### config.mk
export PLATFORM = sky130hd
export DESIGN_NAME = pwr_mode_seq
export DESIGN_NICKNAME = d
export VERILOG_FILES = /design/src/rtl/pms_pkg.sv /design/src/rtl/pms_sync.sv /design/src/rtl/pms_timer.sv /design/src/rtl/pms_fsm.sv /design/src/rtl/pwr_mode_seq.sv
export SDC_FILE = /design/constraint.sdc
export NUM_CORES = 1
export LEC_CHECK = 0
export ABC_AREA = 0
export BUFFER_PORTS_ARGS = -buffer_cell sky130_fd_sc_hd__buf_2
export CORE_ASPECT_RATIO = 1.1
export CORE_MARGIN = 2
export CORE_UTILIZATION = 30
export CTS_CLUSTER_DIAMETER = 60
export DETAILED_ROUTE_END_ITERATION = 7
export SLEW_MARGIN = 20
export SYNTH_ARGS = -nofsm -noshare
export SYNTH_HDL_FRONTEND = slang
export SYNTH_HIERARCHICAL = 1
export SYNTH_SLANG_ARGS = --single-unit
export TNS_END_PERCENT = 5
### constraint.sdc
create_clock -name clk -period 4 [get_ports clk]
set_clock_uncertainty 0.05 [all_clocks]
set_input_delay 0 -clock clk [delete_from_list [all_inputs] [get_ports clk]]
set_output_delay 0 -clock clk [all_outputs]
set_load 0.01 [all_outputs]
### src/rtl/pms_pkg.sv
// Package: shared types and encodings of the power mode sequencer.
// Assumes: nothing beyond IEEE 1800-2017.
package pms_pkg;

    // Internal sequencer states; the mode code seen outside is derived.
    typedef enum logic [2:0] {
        ST_HOLD     = 3'd0,
        ST_MISSION  = 3'd1,
        ST_BROWNOUT = 3'd2,
        ST_LCD      = 3'd3,
        ST_SLEEP    = 3'd4
    } pms_state_e;

    // Which terminal count the shared timer compares against.
    typedef enum logic [1:0] {
        LIM_RST   = 2'd0,
        LIM_NOPWR = 2'd1,
        LIM_LOCK  = 2'd2
    } pms_lim_e;

    // External mode codes.
    localparam logic [1:0] MODE_MISSION  = 2'b00;
    localparam logic [1:0] MODE_BROWNOUT = 2'b01;
    localparam logic [1:0] MODE_LCD      = 2'b10;
    localparam logic [1:0] MODE_SLEEP    = 2'b11;

    // Map a state to its external mode code; the held state reads as SLEEP.
    function automatic logic [1:0] mode_of(input pms_state_e s);
        logic [1:0] m;
        unique case (s)
            ST_MISSION:  m = MODE_MISSION;
            ST_BROWNOUT: m = MODE_BROWNOUT;
            ST_LCD:      m = MODE_LCD;
            default:     m = MODE_SLEEP;
        endcase
        return m;
    endfunction

    // True for states in which the processor is running.
    function automatic logic is_awake(input pms_state_e s);
        return (s == ST_MISSION) || (s == ST_BROWNOUT);
    endfunction

endpackage

### src/rtl/pms_sync.sv
// Module: multi-stage synchronizer for slow asynchronous level inputs.
// Assumes: inputs are levels that stay stable for several clocks;
//          STAGES >= 1; every stage resets to zero.
module pms_sync #(
    parameter int WIDTH  = 2,
    parameter int STAGES = 2
) (
    input  logic             clk,
    input  logic             rst_n,
    input  logic [WIDTH-1:0] d_i,
    output logic [WIDTH-1:0] q_o
);

    generate
        if (STAGES == 1) begin : g_single
            logic [WIDTH-1:0] stage_q;

            // Single capture flop.
            always_ff @(posedge clk) begin
                if (!rst_n) stage_q <= '0;
                else        stage_q <= d_i;
            end

            assign q_o = stage_q;
        end else begin : g_chain
            logic [STAGES-1:0][WIDTH-1:0] stage_q;

            // Shift chain: stage 0 captures, the last stage feeds the output.
            always_ff @(posedge clk) begin
                if (!rst_n) stage_q <= '0;
                else        stage_q <= {stage_q[STAGES-2:0], d_i};
            end

            assign q_o = stage_q[STAGES-1];
        end
    endgenerate

endmodule

### src/rtl/pms_timer.sv
// Module: shared cycle counter for the reset-release and PLL-lock delays.
// Assumes: the selected limit is at least 1; clear has priority over
//          enable; the counter holds at its terminal value while enabled.
module pms_timer
    import pms_pkg::*;
#(
    parameter int CNT_W        = 13,
    parameter int RST_CYCLES   = 4100,
    parameter int NOPWR_CYCLES = 2,
    parameter int LOCK_CYCLES  = 3000
) (
    input  logic     clk,
    input  logic     rst_n,
    input  logic     clr_i,
    input  logic     en_i,
    input  pms_lim_e lim_sel_i,
    output logic     done_o
);

    localparam logic [CNT_W-1:0] RST_LAST   = CNT_W'(RST_CYCLES - 1);
    localparam logic [CNT_W-1:0] NOPWR_LAST = CNT_W'(NOPWR_CYCLES - 1);
    localparam logic [CNT_W-1:0] LOCK_LAST  = CNT_W'(LOCK_CYCLES - 1);

    logic [CNT_W-1:0] cnt_q;
    logic [CNT_W-1:0] last;

    // Pick the terminal count for the delay currently being timed.
    always_comb begin
        unique case (lim_sel_i)
            LIM_RST:   last = RST_LAST;
            LIM_NOPWR: last = NOPWR_LAST;
            default:   last = LOCK_LAST;
        endcase
    end

    // Done once the count has reached the terminal value; a limit that
    // shrinks mid-count also ends the delay at once.
    assign done_o = (cnt_q >= last);

    // Count enabled cycles; clear restarts the delay.
    always_ff @(posedge clk) begin
        if (!rst_n || clr_i)        cnt_q <= '0;
        else if (en_i && !done_o)   cnt_q <= cnt_q + 1'b1;
    end

endmodule

### src/rtl/pms_fsm.sv
// Module: mode state machine of the power sequencer.
// Assumes: pwr_good_i and batt_ok_i are already synchronized;
//          reset_pin_i and lcd_req_i are stable around the clock edge;
//          tmr_done_i is the combinational done of the shared timer.
module pms_fsm
    import pms_pkg::*;
(
    input  logic       clk,
    input  logic       rst_n,
    input  logic       reset_pin_i,
    input  logic       pwr_good_i,
    input  logic       batt_ok_i,
    input  logic       lcd_req_i,
    input  logic       tmr_done_i,
    output pms_state_e state_o,
    output logic       tmr_clr_o,
    output logic       tmr_en_o,
    output pms_lim_e   lim_sel_o,
    output logic       irq_o,
    output logic       wdt_en_o
);

    pms_state_e state_q, state_d;
    logic       irq_q, wdt_q;
    logic       enter_mission;
    logic       drop_wake;

    // Next state and timer control.
    always_comb begin
        state_d   = state_q;
        tmr_en_o  = 1'b0;
        tmr_clr_o = 1'b1;
        lim_sel_o = LIM_LOCK;
        if (reset_pin_i) begin
            state_d = ST_HOLD;
        end else begin
            unique case (state_q)
                ST_HOLD: begin
                    tmr_en_o  = 1'b1;
                    tmr_clr_o = 1'b0;
                    lim_sel_o = pwr_good_i ? LIM_RST : LIM_NOPWR;
                    if (tmr_done_i) begin
                        if (pwr_good_i) begin
                            state_d   = ST_MISSION;
                            tmr_clr_o = 1'b1;
                        end else if (batt_ok_i) begin
                            state_d   = ST_BROWNOUT;
                            tmr_clr_o = 1'b1;
                        end
                    end
                end
                ST_MISSION: begin
                    if (!pwr_good_i) begin
                        state_d = batt_ok_i ? ST_BROWNOUT : ST_SLEEP;
                    end
                end
                ST_BROWNOUT: begin
                    if (pwr_good_i) begin
                        tmr_en_o  = 1'b1;
                        tmr_clr_o = 1'b0;
                        if (tmr_done_i) begin
                            state_d   = ST_MISSION;
                            tmr_clr_o = 1'b1;
                        end
                    end else if (!batt_ok_i) begin
                        state_d = ST_SLEEP;
                    end else if (lcd_req_i) begin
                        state_d = ST_LCD;
                    end
                end
                ST_LCD, ST_SLEEP: begin
                    if (pwr_good_i) begin
                        tmr_en_o  = 1'b1;
                        tmr_clr_o = 1'b0;
                        if (tmr_done_i) begin
                            state_d   = ST_MISSION;
                            tmr_clr_o = 1'b1;
                        end
                    end
                end
                default: begin
                    state_d = ST_HOLD;
                end
            endcase
        end
    end

    assign enter_mission = (state_d == ST_MISSION) && (state_q != ST_MISSION);
    assign drop_wake     = !is_awake(state_d);

    // State register.
    always_ff @(posedge clk) begin
        if (!rst_n) state_q <= ST_HOLD;
        else        state_q <= state_d;
    end

    // One-cycle interrupt on the return from battery to full power.
    always_ff @(posedge clk) begin
        if (!rst_n) irq_q <= 1'b0;
        else        irq_q <= (state_q == ST_BROWNOUT) && (state_d == ST_MISSION);
    end

    // Watchdog enable: set on MISSION entry, cleared whenever wake drops.
    always_ff @(posedge clk) begin
        if (!rst_n)             wdt_q <= 1'b0;
        else if (drop_wake)     wdt_q <= 1'b0;
        else if (enter_mission) wdt_q <= 1'b1;
    end

    assign state_o  = state_q;
    assign irq_o    = irq_q;
    assign wdt_en_o = wdt_q;

endmodule

### src/rtl/pwr_mode_seq.sv
// Module: power mode and reset sequencer (top).
// Selects MISSION, BROWNOUT, LCD or SLEEP from the reset pin, the
// power-good comparator and the battery flag, and times reset release
// and PLL lock in cycles of the 32 kHz clock.
// Assumes: clk is the always-running 32 kHz timebase; rst_n is
//          synchronous; LOCK_CYCLES lies within 2048..4096.
module pwr_mode_seq
    import pms_pkg::*;
#(
    parameter int RST_CYCLES   = 4100,
    parameter int NOPWR_CYCLES = 2,
    parameter int LOCK_CYCLES  = 3000,
    parameter int SYNC_STAGES  = 2
) (
    input  logic       clk,
    input  logic       rst_n,
    input  logic       reset_pin_i,
    input  logic       pwr_good_i,
    input  logic       batt_ok_i,
    input  logic       lcd_req_i,
    output logic       wake_o,
    output logic       pll_ok_o,
    output logic [1:0] mode_o,
    output logic       cfg_rst_o,
    output logic       mode_irq_o,
    output logic       wdt_en_o
);

    localparam int MAX_A  = (RST_CYCLES > LOCK_CYCLES) ? RST_CYCLES : LOCK_CYCLES;
    localparam int MAX_CY = (MAX_A > NOPWR_CYCLES) ? MAX_A : NOPWR_CYCLES;
    localparam int CNT_W  = $clog2(MAX_CY + 1);

    logic [1:0] raw_status;
    logic [1:0] sync_status;
    logic       pwr_good_s;
    logic       batt_ok_s;
    logic       tmr_clr, tmr_en, tmr_done;
    pms_lim_e   lim_sel;
    pms_state_e state;

    assign raw_status = {batt_ok_i, pwr_good_i};
    assign pwr_good_s = sync_status[0];
    assign batt_ok_s  = sync_status[1];

    pms_sync #(
        .WIDTH  (2),
        .STAGES (SYNC_STAGES)
    ) i_sync (
        .clk   (clk),
        .rst_n (rst_n),
        .d_i   (raw_status),
        .q_o   (sync_status)
    );

    pms_timer #(
        .CNT_W        (CNT_W),
        .RST_CYCLES   (RST_CYCLES),
        .NOPWR_CYCLES (NOPWR_CYCLES),
        .LOCK_CYCLES  (LOCK_CYCLES)
    ) i_timer (
        .clk       (clk),
        .rst_n     (rst_n),
        .clr_i     (tmr_clr),
        .en_i      (tmr_en),
        .lim_sel_i (lim_sel),
        .done_o    (tmr_done)
    );

    pms_fsm i_fsm (
        .clk         (clk),
        .rst_n       (rst_n),
        .reset_pin_i (reset_pin_i),
        .pwr_good_i  (pwr_good_s),
        .batt_ok_i   (batt_ok_s),
        .lcd_req_i   (lcd_req_i),
        .tmr_done_i  (tmr_done),
        .state_o     (state),
        .tmr_clr_o   (tmr_clr),
        .tmr_en_o    (tmr_en),
        .lim_sel_o   (lim_sel),
        .irq_o       (mode_irq_o),
        .wdt_en_o    (wdt_en_o)
    );

    // Decode the externally visible status from the registered state.
    always_comb begin
        wake_o    = is_awake(state);
        pll_ok_o  = (state == ST_MISSION);
        mode_o    = mode_of(state);
        cfg_rst_o = !is_awake(state);
    end

endmodule

==> impl_metrics.json, run 1 <==
{
  "synth-compound-area-share": 0.209,
  "reg2reg_to": "i_fsm/wdt_en_o",
  "worst_setup_path_start_kind": "register",
  "final_common_cell": "dfxtp_1",
  "arrival_ps": 3680,
  "clk_latency_ps": 260,
  "crit_family": "simple AND/OR/NAND/NOR gates",
  "grt_pass1_vias": 1248,
  "synthAdderAreaFrac": 0.0844,
  "synth_enable_flop_cells": 0,
  "cap_violations": 0,
  "place_ws_ps": 461,
  "power.total_mw": 0.393,
  "period_minus_slack_ps": 3530,
  "clockBufferDepth": 2,
  "finalWorstSetupSlack_ps": 473,
  "worst-path-max-fanout": 13,
  "cp_slowest_cell": "or4b_1",
  "post-route-cell-area_um2": 1670,
  "grt_max_degree": 19,
  "grt_setup_unrepaired": "false",
  "synth_seq_cells": 22,
  "ys_types": 45,
  "syn_area_um2": 1480,
  "io_buffer_count": 12,
  "leakagePower_nw": 0.682,
  "tns_ps": 0,
  "layout-drive-gt1-share": 0.144,
  "wl_per_cell_um": 12.3,
  "worst_hold_startpoint": "reset_pin_i",
  "clk_pin_slew_worst_paths_ps": 80,
  "final_cell_mix": "dfxtp_1, nor2_1, nand2_1, a21oi_1, buf_2",
  "rr_startpoint": "i_fsm/state_o[2]",
  "cp_num_buf_inv": 2,
  "area_growth_pct": 12.3,
  "async_flop_share": 0,
  "grt_pass1_wl_mm": 5.32,
  "fmax_ghz": 0.284,
  "worstHoldPathCells": 3,
  "root_buffer": "clkbuf_8",
  "cts_tree": "yes",
  "syn-num-nets": 203,
  "crit_chain": "nor2_1 -> nand2_1 -> inv_1 -> ha_1 -> a21oi_1 -> o21ai_0 -> a21o_1 -> nor2_1 -> inv_1 -> nand2b_1 -> a221o_1 -> or4b_1 -> nand3_1",
  "powerDensity_nw_per_um2": 236,
  "power.share.clock": 0.353,
  "ff2ff_path_depth": 13,
  "drc": 0,
  "synth_top_family_by_area": "simple AND/OR/NAND/NOR gates",
  "setup_viol_count_final": 0,
  "worst_pin_slew_ps": 577,
  "cp.required_ps": 4150,
  "crit_path_end_kind": "register",
  "min_period_over_period": 0.882,
  "ios": 13,
  "syn_inst": 187,
  "fp.dieW_um": 71.0,
  "ys_seq_area_frac": 0.297,
  "overflow": 0,
  "yosys.area_share.simple": 0.328,
  "cts_buffers": 3,
  "coreArea_um2": 4720,
  "vias": 1362,
  "final_core_util": 0.353,
  "hold_path.class": "primary input to register",
  "p_sw_mw": 0.0899,
  "die_h_um": 77.7,
  "drv_slew": 0,
  "ctsResizeCount": 0,
  "ant_nets": 0,
  "place_area_um2": 1570,
  "via_per_inst": 5.30,
  "slowest_delay_ps": 510,
  "seq_power_share": 0.569,
  "layout.nets": 219,
  "drt-pass1-iter-count": 4,
  "status": "finished, final reports clean",
  "std_cell_rows": 26,
  "grt.total_usage": 0.115,
  "antenna_cells": 0,
  "yosys_most_used_dff": "dfxtp_1",
  "min_to": "i_timer/cnt_q[1]",
  "synth_mux_area_frac": 0.0135,
  "r2r_slack_ps": 470,
  "place.gp.congestion": 0.772,
  "htree_num_levels": 1,
  "start_util": 0.314,
  "hold_viol": 0,
  "synth_xor_area_frac": 0.00591,
  "cp.depth": 13,
  "routed_wl_mm": 3.16,
  "relSlewSlack": 0.615,
  "crit_type": "register to register",
  "dieArea_um2": 5520,
  "drt_iter0_markers": 60,
  "antenna_found_initial": 0,
  "synth.avg_cell_area_um2": 7.93,
  "ctsHoldBuffers": 5,
  "clock-sinks": 22,
  "p_int_mw": 0.303,
  "yosys_warnings": 6,
  "postCtsSetupRepairBufs": 0,
  "irDropWorstVdd_mv": 0.108,
  "dp_hpwl_mm": 2.27,
  "pwr-share-comb": 0.078,
  "p_sw_frac": 0.229
}
## Yosys cell counts (2+ instances only)
cell	instances	area, um^2
nand2_1	17	63.8
nand3_1	5	25.0
nand4_1	3	18.8
a31o_2	4	35.0
nor2_1	19	71.3
dfxtp_1	22	440
o31ai_1	7	52.6
buf_1	2	7.51
o211ai_1	2	15.0
ha_1	10	125
and3_1	3	18.8
nor2b_1	4	25.0
nor3b_1	2	15.0
o21ai_0	6	30.0
nand2b_1	9	56.3
o21ai_1	2	10.0
buf_4	2	15.0
or2_2	2	12.5
buf_6	3	33.8
a21oi_1	13	65.1
inv_1	6	22.5
or4_1	6	45.0
clkbuf_1	2	7.51
nor3_1	5	25.0
mux2i_1	2	20.0
a31oi_1	5	31.3
and2_1	5	31.3
a211oi_1	2	15.0
## power by group through the flow
stage | clock (mW) | sequential (mW) | combinational, mW
after CTS | 0.144 | 0.224 | 0.0307
after global routing | 0.154 | 0.224 | 0.0353
final | 0.139 | 0.224 | 0.0306
after floorplan | 0 | 0.227 | 0.0214
after global placement | 0 | 0.229 | 0.0264
after detailed placement | 0 | 0.229 | 0.0268
## per-layer routing
layer	vias to the layer above	share of wire	GRT usage
li1	710	-	-
met1	628	0.48	0.147
met2	22	0.47	0.193
met3	2	0.039	0.0273
met4	0	0.0079	0.0302
met5	-	0	0
## final cells by class
type	instances	area [um^2]
inverters	6	22.5
fillers	487	3050
flip-flops and latches	22	440
multi-input cells	149	951
clock buffers	3	41.3
well taps	56	70.1
repair buffers	21	140
## sequential cells by signal, indices dropped and copies added, names as in the netlist
register,flops
i_timer/cnt_q,13
i_fsm/irq_o,1
i_sync/g_chain.stage_q,2
i_fsm/state_o,3
i_fsm/wdt_en_o,1
i_sync/q_o,2
## how the worst max path moves through the flow
stage,start,end,slack (ps)
6_report,i_fsm/state_o[2],i_fsm/wdt_en_o,470
5_1_grt,i_fsm/state_o[2],i_fsm/wdt_en_o,150
3_3_place_gp,i_fsm/state_o[2],i_fsm/wdt_en_o,530
2_1_floorplan,i_fsm/state_o[2],i_fsm/wdt_en_o,460
3_5_place_dp,i_fsm/state_o[2],i_fsm/wdt_en_o,460
4_1_cts,i_fsm/state_o[2],i_fsm/wdt_en_o,450
## cells by family (layout without fill, tap and decap cells)
family                   count (synthesis)  after routing
XOR/XNOR                                 1              1
buffers and inverters                   16             30
flip-flops                              22             22
AND/OR/NAND/NOR                         89             89
adder cells (fa/ha/maj)                 10             10
AO/OA/AOI/OAI                           47             47
multiplexers                             2              2
## worst register-to-register path, delay by kind of cell (launching register included)
kind                     cells  cell delay [ps]
AND/OR/NAND/NOR              6             1450
AO/OA/AOI/OAI                4              950
flip-flops                   1              310
adder cells (fa/ha/maj)      1              300
buffers and inverters        2              390
## metrics by stage
step,hold slack [ps],std cells
CTS,169,257
floorplan,71.7,187
detailed placement,156,249
global route,189,257
finish,177,257
global placement,154,249
No activity file was read; power rests on OpenSTA's default activity.
==> run 2: changes to the inputs <==
--- a/config.mk
+++ b/config.mk
@@ -6,7 +6,7 @@
 export NUM_CORES = 1
 export LEC_CHECK = 0
 export ABC_AREA = 0
-export BUFFER_PORTS_ARGS = -buffer_cell sky130_fd_sc_hd__buf_2
+export BUFFER_PORTS_ARGS = -buffer_cell sky130_fd_sc_hd__buf_4
 export CORE_ASPECT_RATIO = 1.1
 export CORE_MARGIN = 2
 export CORE_UTILIZATION = 30
==> constraint.sdc (replaced) <==
create_clock -name clk -period 3.9 [get_ports clk]
set_clock_uncertainty 0.05 [all_clocks]
set_input_delay 0 -clock clk [delete_from_list [all_inputs] [get_ports clk]]
set_output_delay 0 -clock clk [all_outputs]
set_load 0.01 [all_outputs]
==> impl_metrics.json, run 2 (synthesized netlist as in run 1, its figures left out) <==
{
  "status": "finished, final reports clean",
  "period_minus_slack_ps": 3470,
  "power.total_mw": 0.479,
  "dp_hpwl_mm": 2.28,
  "slowest_delay_ps": 570,
  "root_buffer": "clkbuf_8",
  "place_ws_ps": 471,
  "routed_wl_mm": 3.16,
  "cp-endpoint": "i_fsm/wdt_en_o",
  "coreArea_um2": 4720,
  "drt-pass1-iter-count": 4,
  "finalWorstSetupSlack_ps": 432,
  "crit_type": "register to register",
  "grt_pass1_vias": 1309,
  "cp_num_buf_inv": 1,
  "crit_family": "simple AND/OR/NAND/NOR gates",
  "area_growth_pct": 16.4,
  "grt_max_degree": 19,
  "top_register": "i_timer/cnt_q",
  "final_cell_mix": "dfxtp_1, nor2_1, nand2_1, buf_4, a21oi_1",
  "drv_slew": 0,
  "ant_nets": 0,
  "std_cell_rows": 26,
  "ios": 13,
  "htree_num_levels": 1,
  "cap_violations": 0,
  "layout-drive-gt1-share": 0.149,
  "worst_setup_path_start_kind": "register",
  "grt_pass1_wl_mm": 5.78,
  "setup_viol_count_final": 0,
  "relSlewSlack": 0.631,
  "clockBufferDepth": 2,
  "arrival_ps": 3640,
  "grt-busiest-layer": "met2",
  "drt_iter0_markers": 99,
  "grt.met1_usage": 0.159,
  "tns_ps": 0,
  "r2r_slack_ps": 430,
  "grt_setup_unrepaired": "false",
  "antenna_cells": 0,
  "hold_path.class": "primary input to register",
  "hold_viol": 0,
  "gr-usage-met2": 0.218,
  "vias": 1356,
  "post-route-cell-area_um2": 1730,
  "overflow": 0,
  "antenna_found_initial": 0,
  "leakagePower_nw": 0.705,
  "reg2reg_to": "i_fsm/wdt_en_o",
  "cp.required_ps": 4070,
  "rr_startpoint": "i_fsm/state_o[1]",
  "io_buffer_count": 12,
  "cp_slowest_cell": "dfxtp_1",
  "clk_pin_slew_worst_paths_ps": 90,
  "crit_path_end_kind": "register",
  "crit_top_cell": "nor2_1",
  "ff2ff_path_depth": 13,
  "final_common_cell": "dfxtp_1",
  "die_h_um": 77.7,
  "cts_buffers": 3,
  "fp.dieW_um": 71.0,
  "cp-startpoint": "i_fsm/state_o[1]",
  "gr-usage-met3": 0.0195,
  "cp.depth": 13,
  "cts_tree": "yes",
  "fmax_ghz": 0.288,
  "crit_chain": "nor2_1 -> nand2_1 -> nor2_1 -> or2_2 -> ha_1 -> and4b_4 -> a21o_1 -> nor2_1 -> inv_1 -> o21ai_1 -> a221o_1 -> or4b_1 -> nand3_1",
  "irDropWorstVdd_mv": 0.136,
  "worst_pin_slew_ps": 553,
  "layout.nets": 219,
  "clock-sinks": 22,
  "wl_per_cell_um": 12.2,
  "largest_reg_flops": 13,
  "start_util": 0.314,
  "powerDensity_nw_per_um2": 278,
  "via_per_inst": 5.26,
  "min_period_over_period": 0.889,
  "clk_latency_ps": 270,
  "dieArea_um2": 5520,
  "postCtsSetupRepairBufs": 0,
  "place_area_um2": 1600,
  "grt.total_usage": 0.127,
  "worst-path-max-fanout": 13,
  "place.gp.congestion": 0.791,
  "worstHoldPathCells": 3,
  "drc": 0
}
[run 2: worst min-delay path by stage]
| stage | to | slack, ps | from |
|---|---|---|---|
| after global placement | i_sync/g_chain.stage_q[0] | 160 | pwr_good_i |
| after floorplan | i_sync/g_chain.stage_q[0] | 70 | pwr_good_i |
| after CTS | i_timer/cnt_q[1] | 120 | reset_pin_i |
| after detailed placement | i_sync/g_chain.stage_q[0] | 160 | pwr_good_i |
| final | i_timer/cnt_q[1] | 130 | reset_pin_i |
| after global routing | i_timer/cnt_q[1] | 140 | reset_pin_i |
[run 2: report_power, final]
part	internal, mW	switching [mW]	total, mW
sequential	0.227	0.00280	0.230
combinational	0.0166	0.0160	0.0326
clock	0.137	0.0793	0.216
[run 2: repair_timing]
| action | 4_1_cts | 5_1_grt |
|---|---|---|
| hold buffers | 5 | 0 |
| hold endpoints to repair | 4 | 0 |
| resized for setup | 0 | 0 |
[run 2: worst min-delay path, cell delays in order]
cell	delay (ps)
buf_4	100
nor2_1	90
a41o_1	220
[run 2: final cells by class]
type | instances | area, um^2
timing repair buffer | 21 | 170
inverter | 6 | 22.5
fill | 484 | 2990
clock buffer | 3 | 41.3
sequential | 22 | 440
tap | 56 | 70.1
multi-input combinational | 149 | 951
clock inverter | 1 | 30.0
[run 2: routing by layer]
| metal | vias to the layer above | wire (um) |
|---|---|---|
| met5 | - | 0 |
| met4 | 0 | 25 |
| met3 | 2 | 89 |
| met2 | 16 | 1480 |
| met1 | 623 | 1560 |
| li1 | 715 | - |
[run 2: per-stage QoR]
stage          cells  utilization  hold slack (ps)
3_3_place_gp     249        0.340              156
2_1_floorplan    187            -             71.7
5_1_grt          258        0.366              141
3_5_place_dp     249        0.340              159
6_report         258        0.366              131
4_1_cts          258        0.366              122
